--- src/rtl/pfd_pkg.sv ---
package pfd_pkg;
  // Comparator state; bit 0 drives up, bit 1 drives dn.
  typedef enum logic [1:0] {
    PH_IDLE = 2'b00,
    PH_UP   = 2'b01,
    PH_DN   = 2'b10,
    PH_BOTH = 2'b11
  } ph_state_e;

  localparam int unsigned CH_REF = 0;
  localparam int unsigned CH_SYN = 1;
  localparam int unsigned N_CH   = 2;
endpackage

--- src/rtl/pfd_edge_sync.sv ---
module pfd_edge_sync #(
  parameter int unsigned STAGES = 2
) (
  input  logic clk,
  input  logic rst_n,
  input  logic sig_i,
  output logic rise_o
);
  localparam int unsigned SH_W = STAGES + 1;

  logic [SH_W-1:0] sh_q;

  always_ff @(posedge clk or negedge rst_n) begin
    if (!rst_n) sh_q <= '0;
    else        sh_q <= {sh_q[SH_W-2:0], sig_i};
  end

  // Rising edge seen at the output of the last synchronising stage.
  assign rise_o = sh_q[STAGES-1] & ~sh_q[STAGES];
endmodule

--- src/rtl/pfd_phase_core.sv ---
module pfd_phase_core
  import pfd_pkg::*;
#(
  parameter int unsigned SYNC_STAGES = 2
) (
  input  logic clk,
  input  logic rst_n,
  input  logic ref_i,
  input  logic syn_i,
  output logic up_o,
  output logic dn_o
);
  logic [N_CH-1:0] raw;
  logic [N_CH-1:0] rise;

  assign raw[CH_REF] = ref_i;
  assign raw[CH_SYN] = syn_i;

  for (genvar g = 0; g < N_CH; g++) begin : g_sync
    pfd_edge_sync #(.STAGES(SYNC_STAGES)) u_sync (
      .clk   (clk),
      .rst_n (rst_n),
      .sig_i (raw[g]),
      .rise_o(rise[g])
    );
  end

  ph_state_e st_q, st_d;

  always_comb begin
    st_d = st_q;
    unique case (st_q)
      PH_IDLE: begin
        unique case ({rise[CH_SYN], rise[CH_REF]})
          2'b01:   st_d = PH_UP;
          2'b10:   st_d = PH_DN;
          2'b11:   st_d = PH_BOTH;
          default: st_d = PH_IDLE;
        endcase
      end
      PH_UP:   if (rise[CH_SYN]) st_d = PH_BOTH;
      PH_DN:   if (rise[CH_REF]) st_d = PH_BOTH;
      PH_BOTH: st_d = PH_IDLE;
      default: st_d = PH_IDLE;
    endcase
  end

  always_ff @(posedge clk or negedge rst_n) begin
    if (!rst_n) st_q <= PH_IDLE;
    else        st_q <= st_d;
  end

  assign up_o = st_q[0];
  assign dn_o = st_q[1];
endmodule

--- src/rtl/pfd_width_meter.sv ---
module pfd_width_meter #(
  parameter int unsigned WID_W    = 8,
  parameter int unsigned LOCK_THR = 4
) (
  input  logic clk,
  input  logic rst_n,
  input  logic up_i,
  input  logic dn_i,
  output logic done_o,
  output logic short_o
);
  localparam logic [WID_W-1:0] THR_V = WID_W'(LOCK_THR);
  localparam logic [WID_W-1:0] CNT_MAX = '1;

  logic             act;
  logic             act_q;
  logic [WID_W-1:0] cnt_q;

  assign act = up_i | dn_i;

  always_ff @(posedge clk or negedge rst_n) begin
    if (!rst_n) begin
      act_q   <= 1'b0;
      cnt_q   <= '0;
      done_o  <= 1'b0;
      short_o <= 1'b0;
    end else begin
      act_q  <= act;
      done_o <= act_q & ~act;
      if (act) begin
        if (!act_q)               cnt_q <= WID_W'(1);
        else if (cnt_q != CNT_MAX) cnt_q <= cnt_q + 1'b1;
      end
      if (act_q && !act) short_o <= (cnt_q < THR_V);
    end
  end
endmodule

--- src/rtl/pfd_lock_ctrl.sv ---
module pfd_lock_ctrl #(
  parameter int unsigned LOCK_CNT = 3,
  parameter int unsigned CODE_W   = 6
) (
  input  logic              clk,
  input  logic              rst_n,
  input  logic              done_i,
  input  logic              short_i,
  input  logic              ld_en,
  input  logic              sw_low,
  input  logic              div_wr,
  input  logic [CODE_W-1:0] code_hi,
  input  logic [CODE_W-1:0] code_lo,
  output logic [CODE_W-1:0] cur_code,
  output logic              hi_mode
);
  localparam int unsigned STK_W = $clog2(LOCK_CNT + 1);
  localparam logic [STK_W-1:0] STK_TOP  = STK_W'(LOCK_CNT);
  localparam logic [STK_W-1:0] STK_LAST = STK_W'(LOCK_CNT - 1);

  logic [STK_W-1:0] streak_q;
  logic             lock_low_q;
  logic             short_ep;

  assign short_ep = done_i & short_i;

  always_ff @(posedge clk or negedge rst_n) begin
    if (!rst_n) begin
      streak_q   <= '0;
      lock_low_q <= 1'b0;
    end else if (div_wr || !ld_en) begin
      streak_q   <= '0;
      lock_low_q <= 1'b0;
    end else if (done_i) begin
      if (!short_i)                 streak_q <= '0;
      else if (streak_q != STK_TOP) streak_q <= streak_q + 1'b1;
      if (short_ep && streak_q >= STK_LAST) lock_low_q <= 1'b1;
    end
  end

  assign hi_mode  = ~(sw_low | lock_low_q);
  assign cur_code = hi_mode ? code_hi : code_lo;
endmodule

--- src/rtl/pump_mode_pfd.sv ---
module pump_mode_pfd #(
  parameter int unsigned SYNC_STAGES = 2,
  parameter int unsigned WID_W       = 8,
  parameter int unsigned LOCK_THR    = 4,
  parameter int unsigned LOCK_CNT    = 3,
  parameter int unsigned CODE_W      = 6
) (
  input  logic              clk,
  input  logic              rst_n,
  input  logic              fref,
  input  logic              fsyn,
  input  logic              ld_en,
  input  logic              sw_low,
  input  logic              div_wr,
  input  logic [CODE_W-1:0] code_hi,
  input  logic [CODE_W-1:0] code_lo,
  output logic              up,
  output logic              dn,
  output logic [CODE_W-1:0] cur_code,
  output logic              hi_mode,
  output logic              lpf_hc
);
  logic ep_done;
  logic ep_short;

  pfd_phase_core #(.SYNC_STAGES(SYNC_STAGES)) u_core (
    .clk  (clk),
    .rst_n(rst_n),
    .ref_i(fref),
    .syn_i(fsyn),
    .up_o (up),
    .dn_o (dn)
  );

  pfd_width_meter #(.WID_W(WID_W), .LOCK_THR(LOCK_THR)) u_meter (
    .clk    (clk),
    .rst_n  (rst_n),
    .up_i   (up),
    .dn_i   (dn),
    .done_o (ep_done),
    .short_o(ep_short)
  );

  pfd_lock_ctrl #(.LOCK_CNT(LOCK_CNT), .CODE_W(CODE_W)) u_lock (
    .clk     (clk),
    .rst_n   (rst_n),
    .done_i  (ep_done),
    .short_i (ep_short),
    .ld_en   (ld_en),
    .sw_low  (sw_low),
    .div_wr  (div_wr),
    .code_hi (code_hi),
    .code_lo (code_lo),
    .cur_code(cur_code),
    .hi_mode (hi_mode)
  );

  assign lpf_hc = hi_mode;
endmodule

--- config.mk ---
export PLATFORM = sky130hd
export DESIGN_NAME = pump_mode_pfd
export DESIGN_NICKNAME = d
export VERILOG_FILES = /design/src/rtl/pfd_pkg.sv /design/src/rtl/pfd_edge_sync.sv /design/src/rtl/pfd_phase_core.sv /design/src/rtl/pfd_width_meter.sv /design/src/rtl/pfd_lock_ctrl.sv /design/src/rtl/pump_mode_pfd.sv
export SDC_FILE = /design/constraint.sdc
export NUM_CORES = 1
export LEC_CHECK = 0
export ABC_AREA = 1
export BUFFER_PORTS_ARGS = -buffer_cell sky130_fd_sc_hd__buf_2
export CAP_MARGIN = 20
export CORE_UTILIZATION = 39
export CTS_CLUSTER_SIZE = 8
export DETAILED_ROUTE_END_ITERATION = 12
export SYNTH_ARGS = -nofsm -noshare
export SYNTH_HDL_FRONTEND = slang
export SYNTH_SLANG_ARGS = --single-unit
--- constraint.sdc ---
create_clock -name clk -period 1.7 [get_ports clk]
set_clock_uncertainty 0.15 [all_clocks]
set_input_delay 0.34 -clock clk [delete_from_list [all_inputs] [get_ports clk]]
set_output_delay 0.34 -clock clk [all_outputs]
set_load 0.005 [all_outputs]
==> results of run 1 <==
-- sequential cells by signal (all words and copies together), names as in the netlist --
register	cells
u_lock.lock_low_q	1
u_meter.short_o	1
u_lock.streak_q	2
u_meter.cnt_q	8
u_meter.done_o	1
u_core.g_sync.u_sync.sh_q	6
u_meter.act_q	1
u_core.st_q	2
-- power groups by stage --
stage               combinational, mW  sequential [mW]  clock [mW]
CTS                             0.632            0.754       0.413
global placement                0.591            0.758           0
floorplan                       0.445            0.741           0
detailed placement              0.619            0.765           0
global route                    0.771            0.776       0.433
finish                          0.659            0.756       0.395
-- synthesized netlist by cell type, drive strengths merged --
| cell type | n | area [µm²] |
|---|---|---|
| a211oi | 1 | 7.510 |
| a21boi | 1 | 7.510 |
| a21oi | 4 | 20.02 |
| a31oi | 1 | 6.260 |
| buf | 1 | 7.510 |
| clkinv | 1 | 3.750 |
| dfrtp | 22 | 550.5 |
| ha | 6 | 75.07 |
| inv | 15 | 56.30 |
| mux2 | 6 | 67.56 |
| nand2 | 35 | 141.4 |
| nand3 | 5 | 42.54 |
| nand3b | 1 | 7.510 |
| nand4 | 1 | 6.260 |
| nor2 | 14 | 62.56 |
| nor3 | 1 | 5.000 |
| o211ai | 1 | 7.510 |
| o21ai | 8 | 40.03 |
| xnor2 | 1 | 8.760 |
| xor2 | 2 | 17.52 |
-- kinds of logic (layout without fill, tap and decap cells) --
family | count (synthesis) | count (layout)
multiplexers | 6 | 6
flip-flops | 22 | 22
AND/OR/NAND/NOR | 57 | 57
adder cells (fa/ha/maj) | 6 | 6
XOR/XNOR | 3 | 3
AO/OA/AOI/OAI | 16 | 16
buffers and inverters | 17 | 54
-- cell type report --
type / instances / area, µm² / share of cell area
multi-input cells: 88 / 528.0 / 0.3692
clock inverters: 1 / 30.03 / 0.02100
repair buffers: 34 / 196.4 / 0.1374
flip-flops and latches: 22 / 550.5 / 0.3850
inverters: 16 / 63.81 / 0.04462
well taps: 31 / 38.79 / 0.02712
clock buffers: 3 / 22.52 / 0.01575
-- metal layers --
metal / track usage / wire length (µm) / vias up
met3: 0.02326 / 56 / 6
met1: 0.1979 / 1013 / 468
li1: - / - / 476
met4: 0.08014 / 39 / 0
met2: 0.2500 / 1106 / 18
met5: 0 / 0 / -
-- per-stage QoR --
stage,cells,power (mW)
6_report,195,1.809
5_1_grt,195,1.981
4_1_cts,193,1.798
3_5_place_dp,185,1.384
2_1_floorplan,127,1.186
3_3_place_gp,185,1.349
-- worst paths after layout --
kind | from | to | slack, ns | cells after the start
max in group asynchronous | rst_n | u_lock.streak_q[1] | 0.73 | 2
worst min register to register | u_core.g_sync[1].u_sync.sh_q[0] | u_core.g_sync[1].u_sync.sh_q[1] | 0.21 | 0
worst max-delay path | u_lock.lock_low_q | cur_code[2] | -0.21 | 3
worst max register to register | u_core.st_q[1] | u_meter.cnt_q[6] | 0.13 | 6
worst min-delay path | div_wr | u_lock.streak_q[1] | 0.17 | 4
min in group asynchronous | rst_n | u_meter.cnt_q[0] | 0.36 | 2
-- critical path: cells and delay by family, from the launching register on --
family	cells	cell delay [ns]
AND/OR/NAND/NOR	1	0.19
multiplexers	1	0.36
flip-flops	1	0.44
buffers and inverters	1	0.13
-- timing repair --
action,4_1_cts,5_1_grt
endpoints found under the hold margin,24,0
hold buffers,3,0
resized for setup,1,2
pin swaps,1,0
gates cloned,0,0
setup buffers,1,2
endpoints found under the setup margin,8,13
==> impl_summary.log, run 1 <==
[metrics] Initial Util: 0.4138
[metrics] placer congestion estimate: 0.8098
[metrics] unrepaired setup endpoints after global routing: yes
[metrics] clock insertion delay at the later pin of the skew report: 0.31 ns
[metrics] Simple-Gate Fraction of Synth Area: 0.2325
[metrics] detailed-router iteration count before antenna repair: 6
[metrics] arrival time of the worst setup path: 1.42 ns
[metrics] portion of total power attributed to the clock network: 0.218
[metrics] number of antenna violations at the first check in global routing: 0
[metrics] Psw: 654.4 µW
[metrics] Hold Slack: 0.1682 ns
[metrics] switch share: 0.3618
[metrics] dominant combinational cell family by area after synthesis: simple AND/OR/NAND/NOR gates
[metrics] number of DRC violations after detailed-routing iteration 0: 24
[metrics] Antenna Diode Count: 0
[metrics] WL/cell: 11.36 µm
[metrics] internal power: 1.155 mW
[metrics] fill cell instance count of the final layout: 260
[metrics] synth-to-layout area growth: 25.33%
[metrics] netlist area before placement: 1141 µm²
[metrics] cell with the biggest individual delay on the critical path: dfrtp_1
[metrics] Antenna Violating Nets Remaining: 0
[metrics] CTS Sinks: 22
[metrics] fraction of the yosys area taken by sequential cells: 0.4825
[metrics] proportion of power drawn by flip-flops and latches: 0.418
[metrics] clock-pin slew on the worst setup and hold paths: 0.12 ns
[metrics] core area: 2758 µm²
[metrics] CP cell instances: nor2_4 > mux2_2 > buf_2
[metrics] total vias in the final route: 968
[metrics] final wirelength: 2215 µm
[metrics] count of H-tree levels built during CTS: 1
[metrics] # port buffers: 28
[metrics] fin util: 0.5186
[metrics] dpl hpwl: 1653 µm
[metrics] setup violators final: 8
[metrics] type of the most critical hold path: in2reg
[metrics] combinational fraction of design power: 0.364
[metrics] Crit Path Class: reg2out
[metrics] adder-cell share of the synthesized area: 0.06579
[metrics] total count of hold-check failures in the final report: 0
[metrics] vias per cell: 4.964
[metrics] TritonCTS clock tree: done
[metrics] Worst IR Drop VDD: 0.0007591 V
[metrics] die height: 56.09 µm
[metrics] Final Instance Area: 1430 µm²
[metrics] violations in the final reports: setup timing
[metrics] Fin Setup TNS: -1.305 ns
[metrics] cell at the root of the clock tree: clkbuf_4
[metrics] net count of the finished layout: 190
[metrics] worst-path maximum fanout: 7
[metrics] critical path endpoint category: primary output
[metrics] startpoint type of the worst setup path: flip-flop
[metrics] commonest non-fill, non-tap cells in the layout: 33 x nand2_1, 28 x buf_2, 22 x dfrtp_1
[metrics] cell area reported after detailed placement: 1313 µm²
[metrics] die area: 3146 µm²
[metrics] worst path setup slack after routing: -0.2081 ns
[metrics] power density cells: 1265 nW/µm²
[metrics] Required @ worst endpoint: 1.21 ns
[metrics] largest stage delay on the critical path: 0.44 ns
[metrics] standard-cell row count: 19
[metrics] leakage power of the design: 0.7195 nW
[metrics] Min Clock Period, post-route: 1.908 ns
[metrics] wire length of the first global-routing pass: 3753 µm
[metrics] cts bufs inserted: 3
[metrics] warning count from the yosys run: 0
[metrics] Chip Width: 56.09 µm
[metrics] GR Overflow Total: 0
[metrics] aggregate global-route resource usage: 0.1538
[metrics] number of top-level design ports: 29
[metrics] complex-gate fraction of the synthesized area: 0.07785
[metrics] post-synthesis mux area share: 0.05921
[metrics] maximum root-to-sink buffer count: 2
[metrics] Max-cap violations: 0
[metrics] status: finished, violations left
[metrics] distinct cell type count after synthesis: 27
[metrics] normalized max-slew margin: 0.6856
[metrics] fraction of final layout cells sized beyond drive strength 1: 0.2927
[metrics] fraction of synthesized cell area in xor and xnor cells: 0.02303
[metrics] post-placement setup slack: 0.0007166 ns
[metrics] post-synth net total: 152
[metrics] part of the cycle the worst path needs: 1.122
[metrics] DRC viols: 0
[metrics] synthesized area divided by synthesized cell count: 8.985 µm²
[metrics] post-synthesis register bit count: 22
[metrics] pin count of the biggest net entering global routing: 23
[metrics] upper clock frequency limit: 0.5241 GHz
[metrics] Slew Limit Fails: 0
[metrics] synthesized instance count: 127
[metrics] Tightest Pin Transition: 0.4716 ns
[metrics] commonest non-fill, non-tap cell in the layout: nand2_1
[metrics] vias in the first global route: 892
No activity file was read; power rests on OpenSTA's default activity.
==> run 2, diff against run 1 <==
- CORE_UTILIZATION: 39 -> 41
==> run 2 against run 1 <==
  * The flow still finishes with violations (setup timing)
  * Clock power is 1% higher
  * Via count is 4.5% lower
  * Worst setup slack better by 0.016 ns
  * Power is 2.2% lower
  * Sequential power is 0.7% lower
  * Sequential share of layout area is 0.55 points higher
  * Routed wire length is 7.7% lower
  * Non-clock buffer count is 2 lower
  * Global-route usage is 1.6 points higher
  * Final area is 1.4% lower
  * Critical endpoint is now cur_code[4]
==> impl_summary.log, run 2 (synthesis results as in run 1) <==
[metrics] status: finished, violations left
[metrics] violations in the final reports: setup timing
[metrics] Max-cap violations: 0
[metrics] Fin Setup TNS: -1.101 ns
[metrics] pin count of the biggest net entering global routing: 23
[metrics] CTS Sinks: 22
[metrics] maximum root-to-sink buffer count: 2
[metrics] critical path endpoint category: primary output
[metrics] power density cells: 1255 nW/µm²
[metrics] Min Clock Period, post-route: 1.892 ns
[metrics] Initial Util: 0.4484
[metrics] cell at the root of the clock tree: clkbuf_4
[metrics] Required @ worst endpoint: 1.21 ns
[metrics] TritonCTS clock tree: done
[metrics] clock insertion delay at the later pin of the skew report: 0.30 ns
[metrics] number of antenna violations at the first check in global routing: 0
[metrics] aggregate global-route resource usage: 0.1701
[metrics] Slew Limit Fails: 0
[metrics] largest stage delay on the critical path: 0.43 ns
[metrics] worst path setup slack after routing: -0.1920 ns
[metrics] number of flip-flops under the largest register name: 8
[metrics] Antenna Diode Count: 0
[metrics] total count of hold-check failures in the final report: 0
[metrics] arrival time of the worst setup path: 1.40 ns
[metrics] number of DRC violations after detailed-routing iteration 0: 9
[metrics] die area: 2998 µm²
[metrics] dpl hpwl: 1554 µm
[metrics] GR Overflow Total: 0
[metrics] core area: 2545 µm²
[metrics] WL/cell: 10.65 µm
[metrics] Non-Filler Instances: 192
[metrics] Worst IR Drop VDD: 0.0008205 V
[metrics] commonest non-fill, non-tap cells in the layout: 33 x nand2_1, 28 x buf_2, 22 x dfrtp_1
[metrics] standard-cell row count: 18
[metrics] die height: 54.76 µm
[metrics] part of the cycle the worst path needs: 1.113
[metrics] leakage power of the design: 0.7090 nW
[metrics] top flop regs: u_meter.cnt_q: 8 flops, u_core.g_sync.u_sync.sh_q: 6 flops
[metrics] normalized max-slew margin: 0.6856
[metrics] commonest non-fill, non-tap cell in the layout: nand2_1
[metrics] synth-to-layout area growth: 23.57%
[metrics] Tightest Pin Transition: 0.4716 ns
[metrics] number of top-level design ports: 29
[metrics] total vias in the final route: 924
[metrics] upper clock frequency limit: 0.5285 GHz
[metrics] cts bufs inserted: 3
[metrics] Chip Width: 54.76 µm
[metrics] # port buffers: 28
[metrics] placed insts: 184
[metrics] startpoint type of the worst setup path: flip-flop
[metrics] cell with the biggest individual delay on the critical path: dfrtp_1
[metrics] Hold Slack: 0.1673 ns
[metrics] Crit Path Class: reg2out
[metrics] clock-pin slew on the worst setup and hold paths: 0.12 ns
[metrics] unrepaired setup endpoints after global routing: yes
[metrics] vias in the first global route: 861
[metrics] Largest Register: u_meter.cnt_q
[metrics] Antenna Violating Nets Remaining: 0
[metrics] post-placement setup slack: -0.007201 ns
[metrics] worst-path maximum fanout: 7
[metrics] count of H-tree levels built during CTS: 1
[metrics] net count of the finished layout: 188
[metrics] wire length of the first global-routing pass: 3498 µm
[metrics] detailed-router iteration count before antenna repair: 4
[metrics] vias per cell: 4.813
[metrics] placer congestion estimate: 0.8153
[metrics] setup violators final: 6
[metrics] DRC viols: 0
[metrics] fin util: 0.5541
[metrics] fraction of final layout cells sized beyond drive strength 1: 0.2840
[metrics] type of the most critical hold path: in2reg
[metrics] CP cell instances: nor2_4 > mux2_2 > buf_2
[metrics] final wirelength: 2044 µm
-- run 2: per-stage QoR --
stage	instance area, µm²	total power, mW
3_3_place_gp	1311	1.353
5_1_grt	1410	1.929
6_report	1410	1.769
2_1_floorplan	1141	1.186
4_1_cts	1406	1.781
3_5_place_dp	1311	1.370
-- run 2: layer usage --
metal | vias to the layer above | track usage | part of all wire | routed length, µm
li1 | 474 | - | - | -
met1 | 417 | 0.1856 | 0.46 | 935
met2 | 31 | 0.3112 | 0.47 | 962
met3 | 2 | 0.03333 | 0.062 | 126
met4 | 0 | 0.07692 | 0.0098 | 20
met5 | - | 0 | 0 | 0
-- run 2: power by group --
part	internal, mW	total [mW]	switching [mW]	leakage (nW)
Clock	0.238	0.399	0.161	0.0279
Sequential	0.643	0.751	0.108	0.277
Combinational	0.254	0.620	0.366	0.404
-- run 2: worst paths after layout --
check | endpoint | start | depth (start not counted) | slack (ns)
max | cur_code[4] | u_lock.lock_low_q | 3 | -0.19
min | u_lock.lock_low_q | div_wr | 4 | 0.17
max reg2reg | u_meter.cnt_q[5] | u_core.st_q[0] | 7 | 0.14
min reg2reg | u_core.g_sync[0].u_sync.sh_q[1] | u_core.g_sync[0].u_sync.sh_q[0] | 0 | 0.22
max in group asynchronous | u_meter.cnt_q[1] | rst_n | 2 | 0.73
min in group asynchronous | u_meter.short_o | rst_n | 2 | 0.36
-- run 2: cell type report --
cell class,count,area (µm²)
Sequential cell,22,550.5
Timing Repair Buffer,32,177.7
Clock inverter,1,30.03
Clock buffer,3,22.52
Tap cell,30,37.54
Fill cell,245,1135
Inverter,16,63.81
Multi-Input combinational cell,88,528.0
-- run 2: critical path: cells and delay by family, from the launching register on --
family / cells / cell delay, ns
and+or+nand+nor: 1 / 0.19
DFF: 1 / 0.43
buffers and inverters: 1 / 0.13
muxes: 1 / 0.36
-- run 2: what timing repair did --
action | in CTS | in global routing
setup buffers | 1 | 0
endpoints found under the setup margin | 6 | 13
hold buffers | 3 | 0
pin swaps | 1 | 0
endpoints found under the hold margin | 24 | 0
resized for setup | 1 | 1
==> run 3, diff against run 2 <==
--- a/config.mk
+++ b/config.mk
@@ -13,2 +13,3 @@
 export DETAILED_ROUTE_END_ITERATION = 12
+export SLEW_MARGIN = 40
 export SYNTH_ARGS = -nofsm -noshare
==> constraint.sdc (replaced) <==
create_clock -name clk -period 1.7 [get_ports clk]
set_clock_uncertainty 0.15 [all_clocks]
set_input_delay 0.255 -clock clk [delete_from_list [all_inputs] [get_ports clk]]
set_output_delay 0.255 -clock clk [all_outputs]
set_load 0.005 [all_outputs]
==> run 3 against run 2 <==
  * The run still ends with setup timing left
  * Largest power group unchanged
  * Count of clock-buffer cells in the layout did not move
  * First-iteration DRC count fell by 44%
  * Via count fell by 1.7%
  * Utilization fell by 0.30 points
  * Largest cell class unchanged
  * Critical path depth did not move
  * Flip-flop and latch count did not move
  * Sequential share of layout area rose by 0.21 points
  * Final area fell by 0.53%
  * Fmax rose by 5.2%
  * Final cell count fell by 0.52%
==> impl_summary.log, run 3 (synthesis results as in run 1) <==
[metrics] status: finished, violations left
[metrics] violations in the final reports: setup timing
[metrics] Initial Util: 0.4484
[metrics] global routing usage on met3: 0.02500
[metrics] net count of the finished layout: 187
[metrics] total count of hold-check failures in the final report: 0
[metrics] arrival time of the worst setup path: 1.39 ns
[metrics] leakage power of the design: 0.7042 nW
[metrics] most crowded layer after global routing: met2
[metrics] M2 GR Usage: 0.2932
[metrics] Largest Register: u_meter.cnt_q
[metrics] cell area reported after detailed placement: 1311 µm²
[metrics] cell with the biggest individual delay on the critical path: dfrtp_1
[metrics] commonest non-fill, non-tap cells in the layout: 33 x nand2_1, 28 x buf_2, 22 x dfrtp_1
[metrics] number of flip-flops under the largest register name: 8
[metrics] vias in the first global route: 846
[metrics] Fin Setup TNS: -0.5791 ns
[metrics] count of H-tree levels built during CTS: 1
[metrics] CP top delay family: flip-flops
[metrics] Tightest Pin Transition: 0.4732 ns
[metrics] cts bufs inserted: 3
[metrics] commonest non-fill, non-tap cell in the layout: nand2_1
[metrics] Min Clock Period, post-route: 1.799 ns
[metrics] number of DRC violations after detailed-routing iteration 0: 5
[metrics] Reg area: 550.5 µm²
[metrics] worst-path maximum fanout: 8
[metrics] detailed-router iteration count before antenna repair: 3
[metrics] Critical path buffers and inverters: 1
[metrics] top flop regs: u_meter.cnt_q: 8 flops, u_core.g_sync.u_sync.sh_q: 6 flops
[metrics] Slew Limit Fails: 0
[metrics] clock insertion delay at the later pin of the skew report: 0.30 ns
[metrics] met1 capacity usage during global routing: 0.1873
[metrics] Crit Path Class: reg2out
[metrics] unrepaired setup endpoints after global routing: yes
[metrics] area used by multi-input combinational logic: 528.0 µm²
[metrics] dpl hpwl: 1561 µm
[metrics] startpoint type of the worst setup path: flip-flop
[metrics] die height: 54.76 µm
[metrics] Chip Width: 54.76 µm
[metrics] upper clock frequency limit: 0.5559 GHz
[metrics] power density cells: 1251 nW/µm²
[metrics] aggregate global-route resource usage: 0.1618
[metrics] placer congestion estimate: 0.7987
[metrics] wire length of the first global-routing pass: 3367 µm
[metrics] TritonCTS clock tree: done
[metrics] cell at the root of the clock tree: clkbuf_4
[metrics] maximum root-to-sink buffer count: 2
[metrics] vias per cell: 4.754
[metrics] Max-cap violations: 0
[metrics] minimum setup slack among reg-to-reg paths: 0.18 ns
[metrics] pin count of the biggest net entering global routing: 23
[metrics] fill cell instance count of the final layout: 238
[metrics] core area: 2545 µm²
[metrics] largest stage delay on the critical path: 0.42 ns
[metrics] normalized max-slew margin: 0.6846
[metrics] GR Overflow Total: 0
[metrics] critical path endpoint category: primary output
[metrics] WL/cell: 10.51 µm
[metrics] worst path setup slack after routing: -0.09896 ns
[metrics] DRC viols: 0
[metrics] synth-to-layout area growth: 22.92%
[metrics] Worst IR Drop VDD: 0.0008887 V
[metrics] Final Instance Area: 1403 µm²
[metrics] setup violators final: 6
[metrics] final wirelength: 2008 µm
[metrics] total vias in the final route: 908
[metrics] number of antenna violations at the first check in global routing: 0
[metrics] Antenna Violating Nets Remaining: 0
[metrics] Required @ worst endpoint: 1.29 ns
[metrics] standard-cell row count: 18
[metrics] type of the most critical hold path: in2reg
[metrics] number of top-level design ports: 29
[metrics] die area: 2998 µm²
[metrics] post-placement setup slack: 0.1308 ns
[metrics] CTS Sinks: 22
[metrics] part of the cycle the worst path needs: 1.058
[metrics] fraction of final layout cells sized beyond drive strength 1: 0.2795
[metrics] # port buffers: 28
[metrics] clock-pin slew on the worst setup and hold paths: 0.12 ns
[metrics] CP cell instances: nor2_4 > mux2_2 > buf_2
[metrics] Antenna Diode Count: 0
run 3: changes by cell type in the layout (fill, tap and decap cells not counted), sizes merged:
cell / delta
buf: -1
run 3: timing repair:
action                                 4_1_cts  5_1_grt
gates resized for setup                      1        1
pin swaps                                    1        0
setup buffers                                0        0
endpoints found under the hold margin       24        0
setup endpoints to repair                    6        7
hold buffers                                 3        0
run 3: stage by stage:
stage          instances  hold slack [ns]    util  power [mW]
5_1_grt              191          0.07020  0.5511       1.929
3_5_place_dp         184          0.09235  0.5152       1.369
4_1_cts              191          0.06679  0.5497       1.776
2_1_floorplan        127          -0.1906       -       1.186
3_3_place_gp         184          0.09541  0.5152       1.345
6_report             191          0.08047  0.5511       1.755
run 3: worst register-to-register path: stages, from the launching register on:
cell and delay (ns):
dfrtp_1 0.41, inv_1 0.10, ha_1 0.22, clkinvlp_4 0.19
o21ai_0 0.20, nor2_1 0.06, a21oi_1 0.12
run 3: path summary, 6_finish.rpt:
kind	from	end	cells past startpoint
worst max-delay path	u_lock.lock_low_q	cur_code[4]	3
worst min-delay path	div_wr	u_lock.lock_low_q	4
worst max register to register	u_core.st_q[0]	u_core.st_q[1]	6
worst min register to register	u_core.g_sync[0].u_sync.sh_q[0]	u_core.g_sync[0].u_sync.sh_q[1]	0
max in group asynchronous	rst_n	u_core.g_sync[0].u_sync.sh_q[1]	2
min in group asynchronous	rst_n	u_meter.cnt_q[6]	2
run 3: layer usage:
layer | wire [µm] | share of wire
met5 | 0 | 0
met4 | 21 | 0.010
met3 | 125 | 0.062
met2 | 918 | 0.46
met1 | 943 | 0.47
run 3: layout make-up:
cell class	count	share of cell area
clock buffers	3	0.01606
clock inverters	1	0.02141
inverters	16	0.04549
well taps	30	0.02676
flip-flops and latches	22	0.3925
repair buffers	31	0.1213
multi-input cells	88	0.3764
run 3: where the power goes:
part	switching (mW)	internal, mW	total [mW]	leakage [nW]
sequential	0.106	0.643	0.749	0.277
combinational	0.360	0.253	0.614	0.400
clock	0.154	0.238	0.392	0.0279
